<file path="src/rtl/cnv_regbank_pkg.sv">
package cnv_regbank_pkg;

  localparam int WORD_W = 16;

  typedef enum logic [1:0] {
    SRC_SAMPLE = 2'd0,
    SRC_THRESH = 2'd1,
    SRC_GAIN   = 2'd2,
    SRC_STATUS = 2'd3
  } rd_src_e;

  // control word bit positions
  localparam int CB_SEL_THR  = 14;
  localparam int CB_SEL_GAIN = 13;
  localparam int CB_SEL_STAT = 11;
  localparam int CB_SYNC     = 9;
  localparam int CB_BYPASS   = 7;
  localparam int CB_PDOWN    = 3;
  localparam int CB_LPWR     = 2;
  localparam int CB_REFOFF   = 1;
  localparam int CB_AMPOFF   = 0;

  // status word bit positions
  localparam int SB_ID      = 15;
  localparam int SB_SETTLED = 10;
  localparam int SB_OVR     = 8;
  localparam int SB_REFBUF  = 4;
  localparam int SB_AMP     = 3;
  localparam int SB_LPWR    = 2;

  // persistent control fields
  typedef struct packed {
    logic bypass;
    logic pdown;
    logic lpwr;
    logic refoff;
    logic ampoff;
  } ctrl_t;

endpackage

</file>
<file path="src/rtl/cnv_wr_decode.sv">
module cnv_wr_decode #(
  parameter int              ADDR_W    = 16,
  parameter logic [ADDR_W-1:0] ADDR_CTRL = 16'h0001,
  parameter logic [ADDR_W-1:0] ADDR_GAIN = 16'h0002,
  parameter logic [ADDR_W-1:0] ADDR_THR  = 16'h0003
) (
  input  logic              clk,
  input  logic              rst_n,
  input  logic              addr_stb,
  input  logic              data_stb,
  input  logic [ADDR_W-1:0] word,
  output logic              ctrl_we,
  output logic              gain_we,
  output logic              thr_we
);

  logic              pend_q, pend_d;
  logic [ADDR_W-1:0] addr_q, addr_d;
  logic              fire;

  assign fire = data_stb & pend_q;

  always_comb begin
    pend_d = pend_q;
    addr_d = addr_q;
    if (fire)     pend_d = 1'b0;
    if (addr_stb) begin
      pend_d = 1'b1;
      addr_d = word;
    end
  end

  always_ff @(posedge clk or negedge rst_n) begin
    if (!rst_n) begin
      pend_q <= 1'b0;
      addr_q <= '0;
    end else begin
      pend_q <= pend_d;
      addr_q <= addr_d;
    end
  end

  assign ctrl_we = fire & (addr_q == ADDR_CTRL);
  assign gain_we = fire & (addr_q == ADDR_GAIN);
  assign thr_we  = fire & (addr_q == ADDR_THR);

endmodule

</file>
<file path="src/rtl/cnv_ctrl_regs.sv">
module cnv_ctrl_regs
  import cnv_regbank_pkg::*;
#(
  parameter logic [WORD_W-1:0] GAIN_RST = 16'h4000,
  parameter logic [WORD_W-1:0] THR_RST  = 16'h7FFF
) (
  input  logic              clk,
  input  logic              rst_n,
  input  logic              ctrl_we,
  input  logic              gain_we,
  input  logic              thr_we,
  input  logic [WORD_W-1:0] wdata,
  input  logic              rd_stb,
  input  logic              settle_in,
  output ctrl_t             ctrl_q,
  output logic [WORD_W-1:0] gain_q,
  output logic [WORD_W-1:0] thr_q,
  output rd_src_e           src_q,
  output logic              settled_q,
  output logic              sync_q,
  output logic              err_q
);

  ctrl_t             ctrl_d;
  logic [WORD_W-1:0] gain_d, thr_d;
  rd_src_e           src_d;
  logic              settled_d, sync_d, err_d;
  logic [2:0]        sel_vec;
  logic              multi_sel;

  assign sel_vec   = {wdata[CB_SEL_THR], wdata[CB_SEL_GAIN], wdata[CB_SEL_STAT]};
  assign multi_sel = ($countones(sel_vec) > 1);

  always_comb begin
    ctrl_d    = ctrl_q;
    gain_d    = gain_q;
    thr_d     = thr_q;
    src_d     = src_q;
    sync_d    = 1'b0;
    err_d     = 1'b0;
    if (rd_stb) src_d = SRC_SAMPLE;
    if (gain_we) gain_d = wdata;
    if (thr_we)  thr_d  = wdata;
    if (ctrl_we) begin
      ctrl_d.bypass = wdata[CB_BYPASS];
      ctrl_d.pdown  = wdata[CB_PDOWN];
      ctrl_d.lpwr   = wdata[CB_LPWR];
      ctrl_d.refoff = wdata[CB_REFOFF];
      ctrl_d.ampoff = wdata[CB_AMPOFF];
      sync_d        = wdata[CB_SYNC];
      if (multi_sel) begin
        err_d = 1'b1;
        src_d = SRC_SAMPLE;
      end else if (wdata[CB_SEL_THR]) begin
        src_d = SRC_THRESH;
      end else if (wdata[CB_SEL_GAIN]) begin
        src_d = SRC_GAIN;
      end else if (wdata[CB_SEL_STAT]) begin
        src_d = SRC_STATUS;
      end
    end
    if (sync_d)         settled_d = 1'b0;
    else if (settle_in) settled_d = 1'b1;
    else                settled_d = settled_q;
  end

  always_ff @(posedge clk or negedge rst_n) begin
    if (!rst_n) begin
      ctrl_q    <= '0;
      gain_q    <= GAIN_RST;
      thr_q     <= THR_RST;
      src_q     <= SRC_SAMPLE;
      settled_q <= 1'b0;
      sync_q    <= 1'b0;
      err_q     <= 1'b0;
    end else begin
      ctrl_q    <= ctrl_d;
      gain_q    <= gain_d;
      thr_q     <= thr_d;
      src_q     <= src_d;
      settled_q <= settled_d;
      sync_q    <= sync_d;
      err_q     <= err_d;
    end
  end

endmodule

</file>
<file path="src/rtl/cnv_rd_mux.sv">
module cnv_rd_mux
  import cnv_regbank_pkg::*;
(
  input  logic              clk,
  input  logic              rst_n,
  input  logic              rd_stb,
  input  rd_src_e           src,
  input  logic [WORD_W-1:0] sample,
  input  logic [WORD_W-1:0] gain,
  input  logic [WORD_W-1:0] thr,
  input  logic              settled,
  input  logic              refbuf_on,
  input  logic              amp_on,
  input  logic              lpwr,
  input  logic [1:0]        dec_rate,
  output logic [WORD_W-1:0] rd_word
);

  logic [WORD_W:0]   mag;
  logic              ovr;
  logic [WORD_W-1:0] status;
  logic [WORD_W-1:0] rd_d;

  // magnitude of the two's complement sample, one bit wider
  assign mag = sample[WORD_W-1] ? (~{1'b1, sample} + 1'b1) : {1'b0, sample};
  assign ovr = (mag > {1'b0, thr});

  always_comb begin
    status             = '0;
    status[SB_ID]      = 1'b1;
    status[SB_SETTLED] = settled;
    status[SB_OVR]     = ovr;
    status[SB_REFBUF]  = refbuf_on;
    status[SB_AMP]     = amp_on;
    status[SB_LPWR]    = lpwr;
    status[1:0]        = dec_rate;
  end

  always_comb begin
    rd_d = rd_word;
    if (rd_stb) begin
      unique case (src)
        SRC_THRESH: rd_d = thr;
        SRC_GAIN:   rd_d = gain;
        SRC_STATUS: rd_d = status;
        default:    rd_d = sample;
      endcase
    end
  end

  always_ff @(posedge clk or negedge rst_n) begin
    if (!rst_n) rd_word <= '0;
    else        rd_word <= rd_d;
  end

endmodule

</file>
<file path="src/rtl/cnv_regbank.sv">
module cnv_regbank
  import cnv_regbank_pkg::*;
#(
  parameter logic [WORD_W-1:0] GAIN_RST = 16'h4000,
  parameter logic [WORD_W-1:0] THR_RST  = 16'h7FFF
) (
  input  logic              clk,
  input  logic              rst_n,
  input  logic              wr_addr_stb,
  input  logic              wr_data_stb,
  input  logic [WORD_W-1:0] wr_word,
  input  logic              rd_stb,
  output logic [WORD_W-1:0] rd_word,
  input  logic [WORD_W-1:0] sample_in,
  input  logic [1:0]        dec_rate_in,
  input  logic              settle_in,
  output logic [WORD_W-1:0] gain_o,
  output logic              sync_pulse,
  output logic              pwr_down,
  output logic              low_power,
  output logic              ref_buf_en,
  output logic              ref_bypass,
  output logic              amp_en,
  output logic              cfg_err
);

  logic [1:0]        rst_sync_q;
  logic              rst_int_n;
  logic              ctrl_we, gain_we, thr_we;
  ctrl_t             ctrl_q;
  logic [WORD_W-1:0] thr_q;
  rd_src_e           src_q;
  logic              settled_q;

  always_ff @(posedge clk or negedge rst_n) begin
    if (!rst_n) rst_sync_q <= 2'b00;
    else        rst_sync_q <= {rst_sync_q[0], 1'b1};
  end
  assign rst_int_n = rst_sync_q[1];

  cnv_wr_decode #(.ADDR_W(WORD_W)) u_dec (
    .clk      (clk),
    .rst_n    (rst_int_n),
    .addr_stb (wr_addr_stb),
    .data_stb (wr_data_stb),
    .word     (wr_word),
    .ctrl_we  (ctrl_we),
    .gain_we  (gain_we),
    .thr_we   (thr_we)
  );

  cnv_ctrl_regs #(.GAIN_RST(GAIN_RST), .THR_RST(THR_RST)) u_regs (
    .clk       (clk),
    .rst_n     (rst_int_n),
    .ctrl_we   (ctrl_we),
    .gain_we   (gain_we),
    .thr_we    (thr_we),
    .wdata     (wr_word),
    .rd_stb    (rd_stb),
    .settle_in (settle_in),
    .ctrl_q    (ctrl_q),
    .gain_q    (gain_o),
    .thr_q     (thr_q),
    .src_q     (src_q),
    .settled_q (settled_q),
    .sync_q    (sync_pulse),
    .err_q     (cfg_err)
  );

  assign pwr_down   = ctrl_q.pdown;
  assign low_power  = ctrl_q.lpwr;
  assign ref_buf_en = ~ctrl_q.refoff & ~ctrl_q.pdown;
  assign amp_en     = ~ctrl_q.ampoff & ~ctrl_q.pdown;
  assign ref_bypass = ctrl_q.bypass & ctrl_q.refoff;

  cnv_rd_mux u_rd (
    .clk       (clk),
    .rst_n     (rst_int_n),
    .rd_stb    (rd_stb),
    .src       (src_q),
    .sample    (sample_in),
    .gain      (gain_o),
    .thr       (thr_q),
    .settled   (settled_q),
    .refbuf_on (ref_buf_en),
    .amp_on    (amp_en),
    .lpwr      (low_power),
    .dec_rate  (dec_rate_in),
    .rd_word   (rd_word)
  );

endmodule

</file>
<file path="config.mk">
export PLATFORM = sky130hd
export DESIGN_NAME = cnv_regbank
export DESIGN_NICKNAME = d
export VERILOG_FILES = /design/src/rtl/cnv_regbank_pkg.sv /design/src/rtl/cnv_wr_decode.sv /design/src/rtl/cnv_ctrl_regs.sv /design/src/rtl/cnv_rd_mux.sv /design/src/rtl/cnv_regbank.sv
export SDC_FILE = /design/constraint.sdc
export NUM_CORES = 1
export LEC_CHECK = 0
export BUFFER_PORTS_ARGS = -buffer_cell sky130_fd_sc_hd__buf_2
export CAP_MARGIN = 20
export CORE_MARGIN = 2
export CORE_UTILIZATION = 55
export DETAILED_ROUTE_END_ITERATION = 12
export GPL_ROUTABILITY_DRIVEN = 0
export MAX_ROUTING_LAYER = met4
export PLACE_DENSITY = 0.87
export SLEW_MARGIN = 0
export SYNTH_ARGS = -nofsm -noshare
export SYNTH_HDL_FRONTEND = slang
export SYNTH_SLANG_ARGS = --single-unit
</file>
<file path="constraint.sdc">
create_clock -name clk -period 2.85 [get_ports clk]
set_clock_uncertainty 0.15 [all_clocks]
set_input_delay 0.57 -clock clk [delete_from_list [all_inputs] [get_ports clk]]
set_output_delay 0.57 -clock clk [all_outputs]
set_load 0.03 [all_outputs]
</file>
======== Word level (Yosys, flattened, before mapping) ========
Index checks and enable logic that the tools add are counted.
word-level totals
  flip-flop bits (word level) ............. 77
  input port bits ......................... 40
  output and inout port bits .............. 39
  logic and storage cells ................. 54
cells by class
  $add $sub $neg .......................... 3
  magnitude comparators ................... 2
  eq/ne operators ......................... 6
  mux-type cells .......................... 15
  bitwise operators ....................... 11
  reduce and logical (&&, ||, !) cells .... 2
operators by type and width
  kind                   count
  $pmux 16 s3            1
  $add 32x1->32          1
  $eq 16x2->1 const B    2
  $gt 32x2->1 const B    1
  $add 17x1->17 const B  1
  $gt 17x16->1           1
  $mux 17                1
  $not 17->17            1
  $eq 16x1->1 const B    1
  $mux 2                 6
  $and 1x1->1            7
  $mux 1                 7
  $eq 2x2->1 const B     2
  $reduce_bool 2->1      2
  $not 1->1              3
  $add 1x1->2            1
  $eq 2x1->1 const B     1

======== Depth between registers and ports, before layout ========
Gate-level depths: netlist (run 1).
  depth in word-level cells ............... 6
  gate-level depth with buffers ........... 13
  mapped depth without buffers ............ 13

======== Cells and area by module ========
Synthesis (run 1) repeated with hierarchy kept, for this count alone.
second synthesis, totals
  cells, all modules ...................... 340
  area total of the unflattened synthesis .. 4155.2 µm²
modules (own cells, without submodules)
  module         times used  cells each  area an instance (µm²)  sequential area each (µm²)
  cnv_ctrl_regs  1           100         1725.4                  1071.0
  cnv_rd_mux     1           188         1629.1                  400.4
  cnv_wr_decode  1           46          733.2                   425.4
  cnv_regbank    1           6           67.6                    50.0

======== Worst setup path before layout (run 1) ========
Ideal clock, no wire load.
  kind .................................... input-to-reg
  from .................................... input port sample_in[3]
  to ...................................... register u_rd.rd_word[8]
  setup time .............................. 129 ps
  arrival time ............................ 2743 ps
  required time ........................... 2571 ps
  slack ................................... -172 ps
  cell stages on the path ................. 11
  path buffers ............................ 0
  cells stage by stage .................... or3_4 -> or4_4 -> or2_4 -> o41ai_4 -> xnor2_1 -> ha_1 -> nand3_1 -> nor4_1 -> nand2_1 -> nand4_1 -> o21ai_0
on the way
  longest elaborated chain between the ends .. 5
RTL lines
  item                  RTL line           RTL
  from (decl)           cnv_regbank.sv:14  input logic [WORD_W-1:0] sample_in,
  $not 17->17           cnv_rd_mux.sv:25   assign mag = sample[WORD_W-1] ? (~{1'b1, sample} + 1'b1) : {1'b0, sample};
  $add 17x1->17         cnv_rd_mux.sv:25
  $mux 17 *             cnv_rd_mux.sv:25
  $gt 17x16->1 *        cnv_rd_mux.sv:26   assign ovr = (mag > {1'b0, thr});
  $pmux 16 s3 *         cnv_rd_mux.sv:42   unique case (src)
  to (signal assigned)  cnv_rd_mux.sv:53   else rd_word <= rd_d;
  to (decl)             cnv_rd_mux.sv:16   output logic [WORD_W-1:0] rd_word
Mark *: on every way between the ends. The rest lies on a longest branch, timed or not.
A chain may end at the register's enable or synchronous reset.

======== Final worst setup path (run 1) ========
Ends and elaborated chain as after synthesis.

==> results of run 1 <==
final timing paths:
path                                  from               end  slack, ps  cells after the start
max                           sample_in[3]   u_rd.rd_word[8]        -80                     12
min                          rst_sync_q[0]     rst_sync_q[1]        210                      0
max reg2reg                u_dec.addr_q[6]  u_regs.thr_q[15]        500                      5
min reg2reg                  rst_sync_q[0]     rst_sync_q[1]        210                      0
max in group asynchronous    rst_sync_q[1]   u_rd.rd_word[0]       1620                      1
min in group asynchronous    rst_sync_q[1]   u_dec.addr_q[9]        340                      1
layer usage:
layer | wire length [um] | share of wire | track usage | vias up
met5 | 0 | 0 | - | -
met1 | 4067 | 0.41 | 0.3476 | 1538
li1 | - | - | - | 1414
met3 | 619 | 0.063 | 0.04845 | 36
met2 | 4864 | 0.50 | 0.4004 | 141
met4 | 264 | 0.027 | 0.1113 | 0
final cells by class:
class | count | area, sq um | share of cell area
Clock buffer | 10 | 127.6 | 0.02619
Sequential cell | 77 | 1948 | 0.3998
Multi-Input combinational cell | 222 | 1973 | 0.4050
Clock inverter | 6 | 38.79 | 0.007961
Timing Repair Buffer | 100 | 570.5 | 0.1171
Tap cell | 99 | 123.9 | 0.02542
Inverter | 24 | 90.09 | 0.01849
layout by cell type, fill, tap and decap left out, drive strengths merged, types with 3 or more instances in the layout:
cell type / netlist / layout
o41ai: 4 / 4
xnor2: 13 / 13
nor3: 5 / 5
o21ai: 9 / 9
a21oi: 23 / 23
nand3: 5 / 5
ha: 18 / 18
clkinv: 0 / 3
nand2: 7 / 7
inv: 24 / 25
dfstp: 16 / 16
dfrtp: 61 / 61
mux4: 6 / 6
mux2i: 9 / 9
buf: 5 / 99
o31ai: 4 / 4
nand4: 8 / 8
clkbuf: 9 / 10
mux2: 60 / 60
nor2: 23 / 23
nor4: 5 / 5
logic make-up (layout without fill, tap and decap cells):
family                     after synthesis  in the layout  share of synthesized area
AOI/OAI and AO/OA                       48             48                    0.07659
xor gates and xnor gates                13             13                    0.02822
adders and majority gates               18             18                    0.05581
buffers and inverters                   38            140                    0.03690
DFF                                     77             77                     0.4825
muxes                                   75             75                     0.2251
other                                    1              1                  0.0009293
and+or+nand+nor                         67             67                    0.09396
report_power, final:
part           switching (mW)  total [mW]  leakage, nW  internal, mW
registers              0.0262        1.17        0.926          1.14
logic                   0.206       0.353         1.21         0.147
clock network           0.403       0.718       0.0824         0.314
stage by stage:
step	cells	hold WS, ps	setup TNS, ps	util
after global placement	521	187.8	-350.7	0.6497
after floorplan	337	124.4	-117.4	-
after global routing	538	223.1	-177.8	0.6790
final	538	213.3	-79.87	0.6790
after CTS	538	215.1	-16.25	0.6760
after detailed placement	521	197.0	-430.9	0.6497
state kept, by name (all words and copies together), names as in the netlist:
register / flops
u_regs.ctrl_q: 5
u_dec.addr_q: 16
u_regs.sync_q: 1
rst_sync_q: 2
u_regs.thr_q: 16
u_regs.gain_q: 16
u_regs.err_q: 1
u_rd.rd_word: 16
u_regs.src_q: 2
u_regs.settled_q: 1
u_dec.pend_q: 1
timing repair:
action / in CTS / in global routing
setup endpoints to repair: 1 / 1
endpoints found under the hold margin: 2 / 0
hold buffers: 1 / 0
buffers inserted: 0 / 0
gates resized for setup: 3 / 4
pin swaps: 1 / 0
==> flow_summary.json, run 1 <==
{
  "status": "finished with violations",
  "violations": "negative setup slack",
  "hold_violations": 0,
  "nFillCells": 506,
  "syn_nets": 395,
  "clock_latency_ps": 350,
  "cp-start-kind": "input port",
  "dpl_worst_slack_ps": -430.9,
  "cts_tree": "done",
  "syn_inst": 337,
  "setup_viol": 1,
  "finalWorstSetupSlack_ps": -79.87,
  "vias_per_cell": 5.816,
  "drc": 0,
  "post-route-period-util": 1.028,
  "fmax_mhz": 341.3,
  "path_buf_inv": 1,
  "synth_common_cells": "61 x dfrtp_1, 60 x mux2_2, 24 x inv_1",
  "antenna_found_initial": 0,
  "endpoint_kind": "flip-flop",
  "htree_levels": 3,
  "synth_top_area_cell": "dfrtp_1",
  "coreArea_sq_um": 7176,
  "placed_cell_area_sq_um": 4662,
  "cts_buffers": 9,
  "synth_largest_type_area_fraction": 0.3783,
  "ys_types": 44,
  "synthesis.area_sq_um": 4035,
  "yosys_warnings": 0,
  "async_flop_share": 1.000,
  "drive_above_1_share": 0.4761,
  "peakVddDrop_uv": 299.7,
  "synth_edf_count": 0,
  "relSlewSlack": 0.3812,
  "rsz0062_at_grt": "true",
  "critPathKind": "input port to flip-flop",
  "totalWireLength_um": 9816,
  "critical_path_required_ps": 2930,
  "antenna_left": 0,
  "root_buffer": "clkbuf_8",
  "worst_path_max_delay_cell": "or4_4",
  "grt_max_degree": 76,
  "cpPeakStageDelay_ps": 440,
  "grtUsageTotal": 0.2629,
  "worstHoldPathType": "flip-flop to flip-flop",
  "ios": 79,
  "p_per_area_nw_per_um2": 459.0,
  "yosys_most_used_dff": "dfrtp_1",
  "wl_per_cell_um": 18.25,
  "layout_min_cycle_time_ps": 2930,
  "yosysMostFrequentCell": "dfrtp_1",
  "clk_path_buf_depth": 2,
  "arrival_ps": 3010,
  "die-height_um": 89.66,
  "syn_avg_cell_area_sq_um": 11.97,
  "drv_slew": 0,
  "area_growth_pct": 20.74,
  "path_delay_family": "simple AND/OR/NAND/NOR gates",
  "yosys-top-cells-area": "dfrtp_1 38%, mux2_2 17%, dfstp_2 10%",
  "vias": 3129,
  "numPortBuffers": 78,
  "initial_utilization": 0.5623,
  "path_cells": "buf_2, or3_4, or4_4, or2_4, o41ai_4, xnor2_1, ha_1, nand3_2, nor4_2, nand2_1, nand4_1, o21ai_0",
  "clkTransAtPathRegs_ps": 80,
  "drtIter0Drc": 228,
  "diodes": 0,
  "grt-ovfl-total": 0,
  "yosys_register_bits": 77,
  "total_leakage_power_nw": 2.218,
  "die_x_um": 89.66,
  "worst_pin_slew_ps": 928.1,
  "ys_seq_area_frac": 0.4825,
  "dr.pass1.iters": 6,
  "clkSinkCount": 77,
  "max-cap-violations": 0,
  "rows": 31,
  "dpl.hpwl_um": 7168,
  "num-nets-final": 492,
  "dieArea_sq_um": 8038,
  "crit_fanout": 3,
  "grt_pass1_vias": 3040,
  "finalPower_mw": 2.237,
  "fin_area_sq_um": 4872,
  "grt_pass1_wl_um": 15180
}
(Power assumes the default switching activity.)
==> run 2, diff against run 1 <==
CTS_BUF_LIST = sky130_fd_sc_hd__clkbuf_8 sky130_fd_sc_hd__clkbuf_16   (was unset)
==> flow_summary.json, run 2 (synthesis results as in run 1) <==
{
  "status": "finished with violations",
  "violations": "negative setup slack",
  "grt_pass1_vias": 3040,
  "final_cell_mix": "78 x buf_2, 60 x mux2_2, 60 x dfrtp_1, 25 x inv_1",
  "clkTransAtPathRegs_ps": 80,
  "path_delay_family": "simple AND/OR/NAND/NOR gates",
  "wl_per_cell_um": 18.24,
  "clk_path_buf_depth": 2,
  "worst_path_max_delay_cell": "or4_4",
  "die_x_um": 89.66,
  "rows": 31,
  "numPortBuffers": 78,
  "drv_slew": 0,
  "vias_per_cell": 5.838,
  "min_to": "rst_sync_q[1]",
  "dpl.hpwl_um": 7168,
  "fmax_mhz": 341.3,
  "num-nets-final": 492,
  "vias": 3141,
  "whs_path_depth": 0,
  "max-cap-violations": 0,
  "r2r_start": "u_dec.addr_q[6]",
  "drc": 0,
  "die-height_um": 89.66,
  "final_common_cell": "buf_2",
  "relSlewSlack": 0.3807,
  "area_growth_pct": 20.74,
  "hold_violations": 0,
  "p_per_area_nw_per_um2": 458.1,
  "diodes": 0,
  "endpoint_kind": "flip-flop",
  "r2r_setup_slack_ps": 500,
  "peakVddDrop_uv": 299.5,
  "timing.hold.ws_ps": 213.3,
  "setup_viol": 1,
  "totalWireLength_um": 9813,
  "path_buf_inv": 1,
  "critical_path_required_ps": 2930,
  "reg2reg_depth": 5,
  "finalWorstSetupSlack_ps": -79.55,
  "worstHoldPathType": "flip-flop to flip-flop",
  "initial_utilization": 0.5623,
  "nFillCells": 506,
  "path_cells": "buf_2, or3_4, or4_4, or2_4, o41ai_4, xnor2_1, ha_1, nand3_2, nor4_2, nand2_1, nand4_1, o21ai_0",
  "grtUsageTotal": 0.2629,
  "cts_tree": "done",
  "post_cts_buffers": 0,
  "worst_pin_slew_ps": 928.9,
  "crit_fanout": 3,
  "grt_max_degree": 76,
  "drtIter0Drc": 223,
  "cts_buffers": 9,
  "rsz0062_at_grt": "true",
  "cpPeakStageDelay_ps": 440,
  "clkSinkCount": 77,
  "total_leakage_power_nw": 2.222,
  "finalPower_mw": 2.232,
  "drive_above_1_share": 0.4761,
  "htree_levels": 3,
  "grt-ovfl-total": 0,
  "critPathKind": "input port to flip-flop",
  "antenna_left": 0,
  "layout_min_cycle_time_ps": 2930,
  "grt_pass1_wl_um": 15180,
  "dieArea_sq_um": 8038,
  "clock_latency_ps": 350,
  "regToRegEndpoint": "u_regs.thr_q[15]",
  "root_buffer": "clkbuf_8",
  "antenna_found_initial": 0,
  "min-delay-start": "rst_sync_q[0]",
  "arrival_ps": 3010,
  "post-route-period-util": 1.028,
  "coreArea_sq_um": 7176,
  "ios": 79,
  "cp-start-kind": "input port",
  "dr.pass1.iters": 6
}
[run 2: cell count changes in the layout (fill, tap and decap cells not counted), sizes merged]
| cell | change |
|---|---|
| inv | +1 |
| clkbuf | -1 |
[run 2: metal layers]
| metal | share of wire | up-vias | global-route usage |
|---|---|---|---|
| li1 | - | 1414 | - |
| met1 | 0.41 | 1547 | 0.3476 |
| met2 | 0.50 | 152 | 0.4004 |
| met3 | 0.066 | 28 | 0.04845 |
| met4 | 0.025 | 0 | 0.1113 |
| met5 | 0 | - | - |
[run 2: where the power goes]
| group | internal [mW] | switching [mW] |
|---|---|---|
| Clock | 0.311 | 0.403 |
| Sequential | 1.14 | 0.0262 |
| Combinational | 0.147 | 0.205 |
| Total | 1.60 | 0.634 |
[run 2: how the worst max path moves through the flow]
stage | from | endpoint | slack (ps) | cells past startpoint
floorplan | sample_in[3] | u_rd.rd_word[8] | -120 | 11
global placement | sample_in[3] | u_rd.rd_word[8] | -350 | 11
detailed placement | sample_in[3] | u_rd.rd_word[8] | -430 | 12
CTS | sample_in[3] | u_rd.rd_word[8] | -20 | 12
global route | sample_in[3] | u_rd.rd_word[8] | -180 | 12
finish | sample_in[3] | u_rd.rd_word[8] | -80 | 12
[run 2: area by class of cell]
class / instances / area (sq um) / share of cell area
sequential: 77 / 1948 / 0.3998
clock buffer: 9 / 123.9 / 0.02542
timing repair buffer: 100 / 570.5 / 0.1171
clock inverter: 7 / 42.54 / 0.008731
inverter: 24 / 90.09 / 0.01849
tap: 99 / 123.9 / 0.02542
multi-input combinational: 222 / 1973 / 0.4050
[run 2: stage by stage]
| stage | TNS (ps) | cell area, sq um | cells | util | setup WS [ps] |
|---|---|---|---|---|---|
| 3_5_place_dp | -430.9 | 4662 | 521 | 0.6497 | -430.9 |
| 6_report | -79.55 | 4872 | 538 | 0.6790 | -79.55 |
| 3_3_place_gp | -350.7 | 4662 | 521 | 0.6497 | -350.7 |
| 4_1_cts | -16.25 | 4851 | 538 | 0.6760 | -16.25 |
| 5_1_grt | -177.8 | 4872 | 538 | 0.6790 | -177.8 |
| 2_1_floorplan | -117.4 | 4035 | 337 | - | -117.4 |
[run 2: repair_timing]
item / 4_1_cts / 5_1_grt
hold buffers: 1 / 0
resized for setup: 3 / 4
gates cloned: 0 / 0
endpoints found under the setup margin: 1 / 1
endpoints found under the hold margin: 2 / 0
pin swaps: 1 / 0
